## src/rtl/sba_pkg.sv

```systemverilog
// Shared types for the serial bus arbitration unit.
// Assumes nothing beyond being compiled ahead of the modules that use it.
package sba_pkg;
    typedef enum logic [1:0] {
        ST_IDLE    = 2'd0,
        ST_CONTEND = 2'd1,
        ST_OWNER   = 2'd2
    } sba_state_e;
endpackage

```

## src/rtl/sba_bit_counter.sv

```systemverilog
// Frame bit-position tracker.
// Reports the position of the current bit and of the next bit. Position 0 is
// the cycle in which frame_sync is high. Assumes frame_sync pulses once every
// FRAME_BITS cycles. Positions are flagged invalid until the first sync is seen.
module sba_bit_counter #(
    parameter int FRAME_BITS = 32,
    parameter int PW         = $clog2(FRAME_BITS)
) (
    input  logic          clk,
    input  logic          rst_n,
    input  logic          frame_sync,
    output logic [PW-1:0] cur_pos,
    output logic [PW-1:0] next_pos,
    output logic          pos_valid
);
    localparam logic [PW-1:0] LAST_P = PW'(FRAME_BITS - 1);

    logic [PW-1:0] pos_q;
    logic          synced_q;

    // Current and following bit position; a sync forces position 0.
    always_comb begin
        cur_pos   = frame_sync ? '0 : pos_q;
        next_pos  = (cur_pos == LAST_P) ? '0 : cur_pos + 1'b1;
        pos_valid = synced_q | frame_sync;
    end

    // Advance the position and remember that a frame boundary was seen.
    always_ff @(posedge clk) begin
        if (!rst_n) begin
            pos_q    <= '0;
            synced_q <= 1'b0;
        end else begin
            pos_q    <= next_pos;
            synced_q <= synced_q | frame_sync;
        end
    end
endmodule

```

## src/rtl/sba_arb_core.sv

```systemverilog
// Arbitration state machine and open-drain drive.
// At the flag position it reads whether the line is free. It then sends the
// address most significant bit first, compares each bit with the line,
// withdraws on a mismatch, and keeps the flag at occupied while it owns the line.
// Assumes regular frames, a stable address while requesting, and a wired-AND
// line_in. The drive is registered, so it holds through the whole next bit.
module sba_arb_core
    import sba_pkg::*;
#(
    parameter int FRAME_BITS = 32,
    parameter int OCT_POS    = 24,
    parameter int ADDR_W     = 3,
    parameter int PW         = $clog2(FRAME_BITS)
) (
    input  logic              clk,
    input  logic              rst_n,
    input  logic              pos_valid,
    input  logic [PW-1:0]     cur_pos,
    input  logic [PW-1:0]     next_pos,
    input  logic              line_in,
    input  logic              req,
    input  logic [ADDR_W-1:0] my_addr,
    output logic              line_pull,
    output logic              grant
);
    localparam int            FLAG_BIT     = 5;
    localparam int            IW           = (ADDR_W > 1) ? $clog2(ADDR_W) : 1;
    localparam logic [PW-1:0] FLAG_P       = PW'(OCT_POS + 7 - FLAG_BIT);
    localparam logic [PW-1:0] ADDR_FIRST_P = PW'(OCT_POS + 8 - ADDR_W);
    localparam logic [PW-1:0] ADDR_LAST_P  = PW'(OCT_POS + 7);

    sba_state_e    state_q, state_d;
    logic          pull_q, pull_d;
    logic          cur_in_addr, next_in_addr, cur_bit, next_bit;
    logic [IW-1:0] cur_idx, next_idx;

    // Locate the current and next bit inside the address field.
    always_comb begin
        cur_in_addr  = (cur_pos >= ADDR_FIRST_P) && (cur_pos <= ADDR_LAST_P);
        next_in_addr = (next_pos >= ADDR_FIRST_P) && (next_pos <= ADDR_LAST_P);
        cur_idx      = IW'(ADDR_LAST_P - cur_pos);
        next_idx     = IW'(ADDR_LAST_P - next_pos);
        cur_bit      = my_addr[cur_idx];
        next_bit     = my_addr[next_idx];
    end

    // Next arbitration state from the line value read in this bit.
    always_comb begin
        state_d = state_q;
        if (!req) begin
            state_d = ST_IDLE;
        end else if (pos_valid) begin
            unique case (state_q)
                ST_IDLE: begin
                    if (cur_pos == FLAG_P && line_in) state_d = ST_CONTEND;
                end
                ST_CONTEND: begin
                    if (cur_in_addr) begin
                        if (cur_bit && !line_in)        state_d = ST_IDLE;
                        else if (cur_pos == ADDR_LAST_P) state_d = ST_OWNER;
                    end
                end
                ST_OWNER: state_d = ST_OWNER;
                default:  state_d = ST_IDLE;
            endcase
        end
    end

    // Pull-down for the next bit: the flag when owning, zero address bits when contending.
    always_comb begin
        pull_d = 1'b0;
        if (pos_valid) begin
            if (state_d == ST_OWNER && next_pos == FLAG_P)                 pull_d = 1'b1;
            if (state_d == ST_CONTEND && next_in_addr && !next_bit)        pull_d = 1'b1;
        end
    end

    // State and drive registers.
    always_ff @(posedge clk) begin
        if (!rst_n) begin
            state_q <= ST_IDLE;
            pull_q  <= 1'b0;
        end else begin
            state_q <= state_d;
            pull_q  <= pull_d;
        end
    end

    assign line_pull = pull_q;
    assign grant     = (state_q == ST_OWNER);

    assert_busy_blocks_R2: assert property (@(posedge clk) disable iff (!rst_n)
        (pos_valid && req && !grant && cur_pos == FLAG_P && !line_in)
        |=> (!line_pull && state_q == ST_IDLE));

    assert_contend_pulls_zero_bits_R3: assert property (@(posedge clk) disable iff (!rst_n)
        (line_pull && !grant) |-> (cur_in_addr && !cur_bit));

    assert_loss_withdraws_R4: assert property (@(posedge clk) disable iff (!rst_n)
        (pos_valid && state_q == ST_CONTEND && cur_in_addr && cur_bit && !line_in)
        |=> (!grant && !line_pull));

    assert_grant_at_last_bit_R6: assert property (@(posedge clk) disable iff (!rst_n)
        $rose(grant) |-> ($past(cur_pos) == ADDR_LAST_P));

    assert_flag_only_by_owner_R7: assert property (@(posedge clk) disable iff (!rst_n)
        (line_pull && cur_pos == FLAG_P) |-> grant);

    assert_release_on_drop_R8: assert property (@(posedge clk) disable iff (!rst_n)
        !req |=> (!grant && !line_pull));

    assert_quiet_without_request_R11: assert property (@(posedge clk) disable iff (!rst_n)
        (!req && !grant) |=> !line_pull);
endmodule

```

## src/rtl/serial_bus_arbiter.sv

```systemverilog
// Top of the serial bus arbitration unit.
// Merges the two request sources and connects the position tracker to the
// arbitration core. Assumes OCT_POS + 7 < FRAME_BITS and ADDR_W <= 5, so that
// the address field lies after the flag bit.
module serial_bus_arbiter #(
    parameter int FRAME_BITS = 32,
    parameter int OCT_POS    = 24,
    parameter int ADDR_W     = 3
) (
    input  logic              clk,
    input  logic              rst_n,
    input  logic              frame_sync,
    input  logic              line_in,
    input  logic              sw_req,
    input  logic              pkt_req,
    input  logic [ADDR_W-1:0] my_addr,
    output logic              line_pull,
    output logic              grant
);
    localparam int PW = $clog2(FRAME_BITS);

    logic [PW-1:0] cur_pos, next_pos;
    logic          pos_valid;
    logic          req;

    // Either source counts as a request.
    assign req = sw_req | pkt_req;

    sba_bit_counter #(.FRAME_BITS(FRAME_BITS), .PW(PW)) u_pos (
        .clk(clk), .rst_n(rst_n), .frame_sync(frame_sync),
        .cur_pos(cur_pos), .next_pos(next_pos), .pos_valid(pos_valid)
    );

    sba_arb_core #(.FRAME_BITS(FRAME_BITS), .OCT_POS(OCT_POS), .ADDR_W(ADDR_W), .PW(PW)) u_core (
        .clk(clk), .rst_n(rst_n), .pos_valid(pos_valid),
        .cur_pos(cur_pos), .next_pos(next_pos), .line_in(line_in),
        .req(req), .my_addr(my_addr), .line_pull(line_pull), .grant(grant)
    );
endmodule

```

## config.mk

```make
export PLATFORM = sky130hd
export DESIGN_NAME = serial_bus_arbiter
export DESIGN_NICKNAME = d
export VERILOG_FILES = /design/src/rtl/sba_pkg.sv /design/src/rtl/sba_bit_counter.sv /design/src/rtl/sba_arb_core.sv /design/src/rtl/serial_bus_arbiter.sv
export SDC_FILE = /design/constraint.sdc
export NUM_CORES = 1
export LEC_CHECK = 0
export ABC_AREA = 1
export BUFFER_PORTS_ARGS = -buffer_cell sky130_fd_sc_hd__buf_2
export CAP_MARGIN = 40
export CORE_AREA = 2 2 39 41
export CTS_CLUSTER_DIAMETER = 40
export DETAILED_ROUTE_END_ITERATION = 8
export DIE_AREA = 0 0 41 43
export PLACE_DENSITY = 0.82
export RECOVER_POWER = 100
export SKIP_CTS_REPAIR_TIMING = 1
export SLEW_MARGIN = 10
export SYNTH_ARGS = -nofsm -noshare
export SYNTH_HDL_FRONTEND = slang
export SYNTH_HIERARCHICAL = 1
export SYNTH_SLANG_ARGS = --single-unit
```

## constraint.sdc

```tcl
create_clock -name clk -period 2.2 [get_ports clk]
set_clock_uncertainty 0.05 [all_clocks]
set_input_delay 0.33 -clock clk [delete_from_list [all_inputs] [get_ports clk]]
set_output_delay 0.33 -clock clk [all_outputs]
set_load 0.01 [all_outputs]
```

==> results.cfg <==
[run_status]
run_status = finished, final reports clean

[min_path]
hold_depth = 3
worstHoldPathType = in -> reg
hold_path_end = u_pos/pos_q[1]
hold_path_origin = rst_n

[clock_network]
clock_buffer_count_from_cts = 3
clk_transition_reported_paths_ns = 0.06
clock_tree_from_tritoncts = built
clock_tree.root_cell = sky130_fd_sc_hd__clkbuf_4
worst_skew_pair.late_latency_ns = 0.25
clock_sink_count = 9
cts_max_level = 1
clock_tree.buffer_depth = 2

[run]
cap_violations = 0

[worst_setup_path]
crit_top_cell = sky130_fd_sc_hd__inv_1
rrSetupSlack_ns = 0.31
library_cell_contributing_the_largest_single_delay_on_the_critical_path = sky130_fd_sc_hd__dfxtp_1
critical-path-max-stage-delay_ns = 0.31
critical_path.startpoint_type = flop
required_time_of_the_worst_setup_path_ns = 2.35
crit-reg2reg-capture = u_core/line_pull
register_to_register_path_depth = 17
worst_setup_path_end_kind = flop
crit_chain = inv_1, nor2_1, ha_1, nand2_2, nor2_1, ha_1, inv_1, nand3_1, inv_1, nand2_1, inv_1, nand3_1, a21oi_1, nand2_1, nand3_1, nand2_1, nor2_2
worst-endpoint-arrival_ns = 2.04
crit_path_max_fanout = 2
worst-setup-path-type = reg -> reg
rr_startpoint = u_pos/pos_q[1]

[synth]
synthesis.area_per_instance_um2 = 5.839
post_synth_instance_area_um2 = 648.1
synth.yosys.warnings = 6
postSynthRegisterBits = 9
synth-seq-area-share_pct = 27.80
synth.distinct_cells = 15
synthCells = 111
synthesis.nets = 122

[route]
drt_pre_antenna_iters = 4
num_vias = 671
wl_per_cell_um = 9.203
ant_nets = 0
drc_errors = 0
post_dr_vias_cell = 4.692
route.final.wire_length_um = 1316
drt-initial-drc-count = 19

[timing]
finalMaxSlewViolations = 0
slew_limit_headroom_pct = 74.30
report.final.hold_viol_count = 0
worst_slack_ns = 0.3111
final_min_period_over_clock_period_pct = 85.86
final-setup-viol-count = 0
tightest_slew_ns = 0.3854
period_minus_ws_final_ns = 1.889
final.setup.tns_ns = 0
unrepaired_setup_endpoints_after_global_routing = no
timing.fmax_ghz = 0.5294

[floorplanning]
die_width_um = 41
floorplan.core_area_um2 = 1384
die_area_um2 = 1763
initial_standard_cell_utilization_of_the_core_pct = 46.84
rows = 14
ios = 11
die_height_um = 43

[cells_and_area]
layout.cells.most_common_list = sky130_fd_sc_hd__nand2_1 (29), sky130_fd_sc_hd__inv_1 (28), sky130_fd_sc_hd__nor2_1 (14)
final_core_utilization_pct = 53.44
final_common_cell = sky130_fd_sc_hd__nand2_1
final_nets = 139
n_antenna_cell = 0
area_growth_pct = 14.09
drive_above_1_share_pct = 18.11
layout.cells.non_filler = 143

[place]
hpwl_um = 1129
finalWeightedCongestion = 0.8059
io_buffers = 10
post-place-ws_ns = 0.2166
post-place-cells = 139

[global_route]
grtUsageTotal_pct = 19.35
vias_in_the_first_global_route = 616
grt-ovfl-total = 0
grt_antenna_before_repair = 0
grt_pass1_wl_um = 2352
largest_net_degree_at_the_start_of_global_routing = 10

[power]
power.total_mw = 0.3581
power.static_leakage_nw = 0.4234
cellPowerDensity_nw_per_um2 = 484.3
worst_ir_drop_vdd_uv = 358.1
-- sequential cells by signal, summed over array words and instances, names as in the netlist --
name / count
u_core/line_pull: 1
u_pos/synced_q: 1
u_core/state_q: 2
u_pos/pos_q: 5
-- synthesized netlist by cell type --
cell                        n  area, um^2
sky130_fd_sc_hd__nand3_1    7       35.03
sky130_fd_sc_hd__nand4_1    1       6.260
sky130_fd_sc_hd__nor2_2     5       31.28
sky130_fd_sc_hd__ha_1       2       25.02
sky130_fd_sc_hd__nand2_2    3       18.77
sky130_fd_sc_hd__dfxtp_1    9       180.2
sky130_fd_sc_hd__nor3_2     1       10.01
sky130_fd_sc_hd__inv_2      3       11.26
sky130_fd_sc_hd__nor2_1    13       48.80
sky130_fd_sc_hd__nand3_2    1       10.01
sky130_fd_sc_hd__nand2_1   28       105.1
sky130_fd_sc_hd__nand3b_1   2       15.01
sky130_fd_sc_hd__inv_1     28       105.1
sky130_fd_sc_hd__a21oi_1    7       35.03
sky130_fd_sc_hd__nor2_4     1       11.26
-- layout make-up --
class	instances	area, um^2
Clock inverter	1	5.005
Tap cell	16	20.02
Clock buffer	3	22.52
Sequential cell	9	180.2
Fill cell	130	644.4
Inverter	31	116.4
Multi-Input combinational cell	71	336.6
Timing Repair Buffer	12	58.81
-- kinds of logic (layout without fill, tap and decap cells) --
| family | count (synthesis) | count (layout) | synth area share (%) |
|---|---|---|---|
| AOI/OAI and AO/OA | 7 | 7 | 5.405 |
| adders and majority gates | 2 | 2 | 3.860 |
| buffers and inverters | 31 | 47 | 17.95 |
| DFF | 9 | 9 | 27.80 |
| and+or+nand+nor | 62 | 62 | 44.98 |
-- worst max-delay path: cells and delay by family, from the launching register on --
family	cells	cell delay, ns
flops	1	0.31
buf+inv	4	0.29
compound gates	1	0.12
simple gates	10	0.66
fa+ha+maj	2	0.39
-- metal layers --
metal	up-vias	wire (um)	GRT usage, %
met2	12	659	30.31
met1	296	576	24.10
li1	361	-	-
met4	0	17	12.00
met5	-	0	0
met3	2	62	1.571
-- where the power goes --
part	internal, mW	leakage (nW)	switching [mW]
sequential	0.170	0.0737	0.00298
combinational	0.0231	0.332	0.0397
clock	0.0669	0.0177	0.0557
-- through the flow --
stage | hold slack (ns) | area, um^2
CTS | 0.2628 | 760.7
detailed placement | 0.4064 | 733.2
global route | 0.2797 | 739.5
global placement | 0.3955 | 733.2
finish | 0.2731 | 739.5
floorplan | 0.3735 | 648.1
-- worst max-delay path by stage --
| stage | start | endpoint | slack, ns | depth (start not counted) |
|---|---|---|---|---|
| 4_1_cts | u_pos/pos_q[1] | u_core/line_pull | 0.35 | 17 |
| 5_1_grt | u_pos/pos_q[1] | u_core/line_pull | 0.10 | 17 |
| 3_3_place_gp | frame_sync | u_core/line_pull | 0.27 | 17 |
| 6_report | u_pos/pos_q[1] | u_core/line_pull | 0.31 | 17 |
| 3_5_place_dp | frame_sync | u_core/line_pull | 0.22 | 17 |
| 2_1_floorplan | frame_sync | u_core/line_pull | 0.39 | 16 |
(Power assumes the default switching activity.)
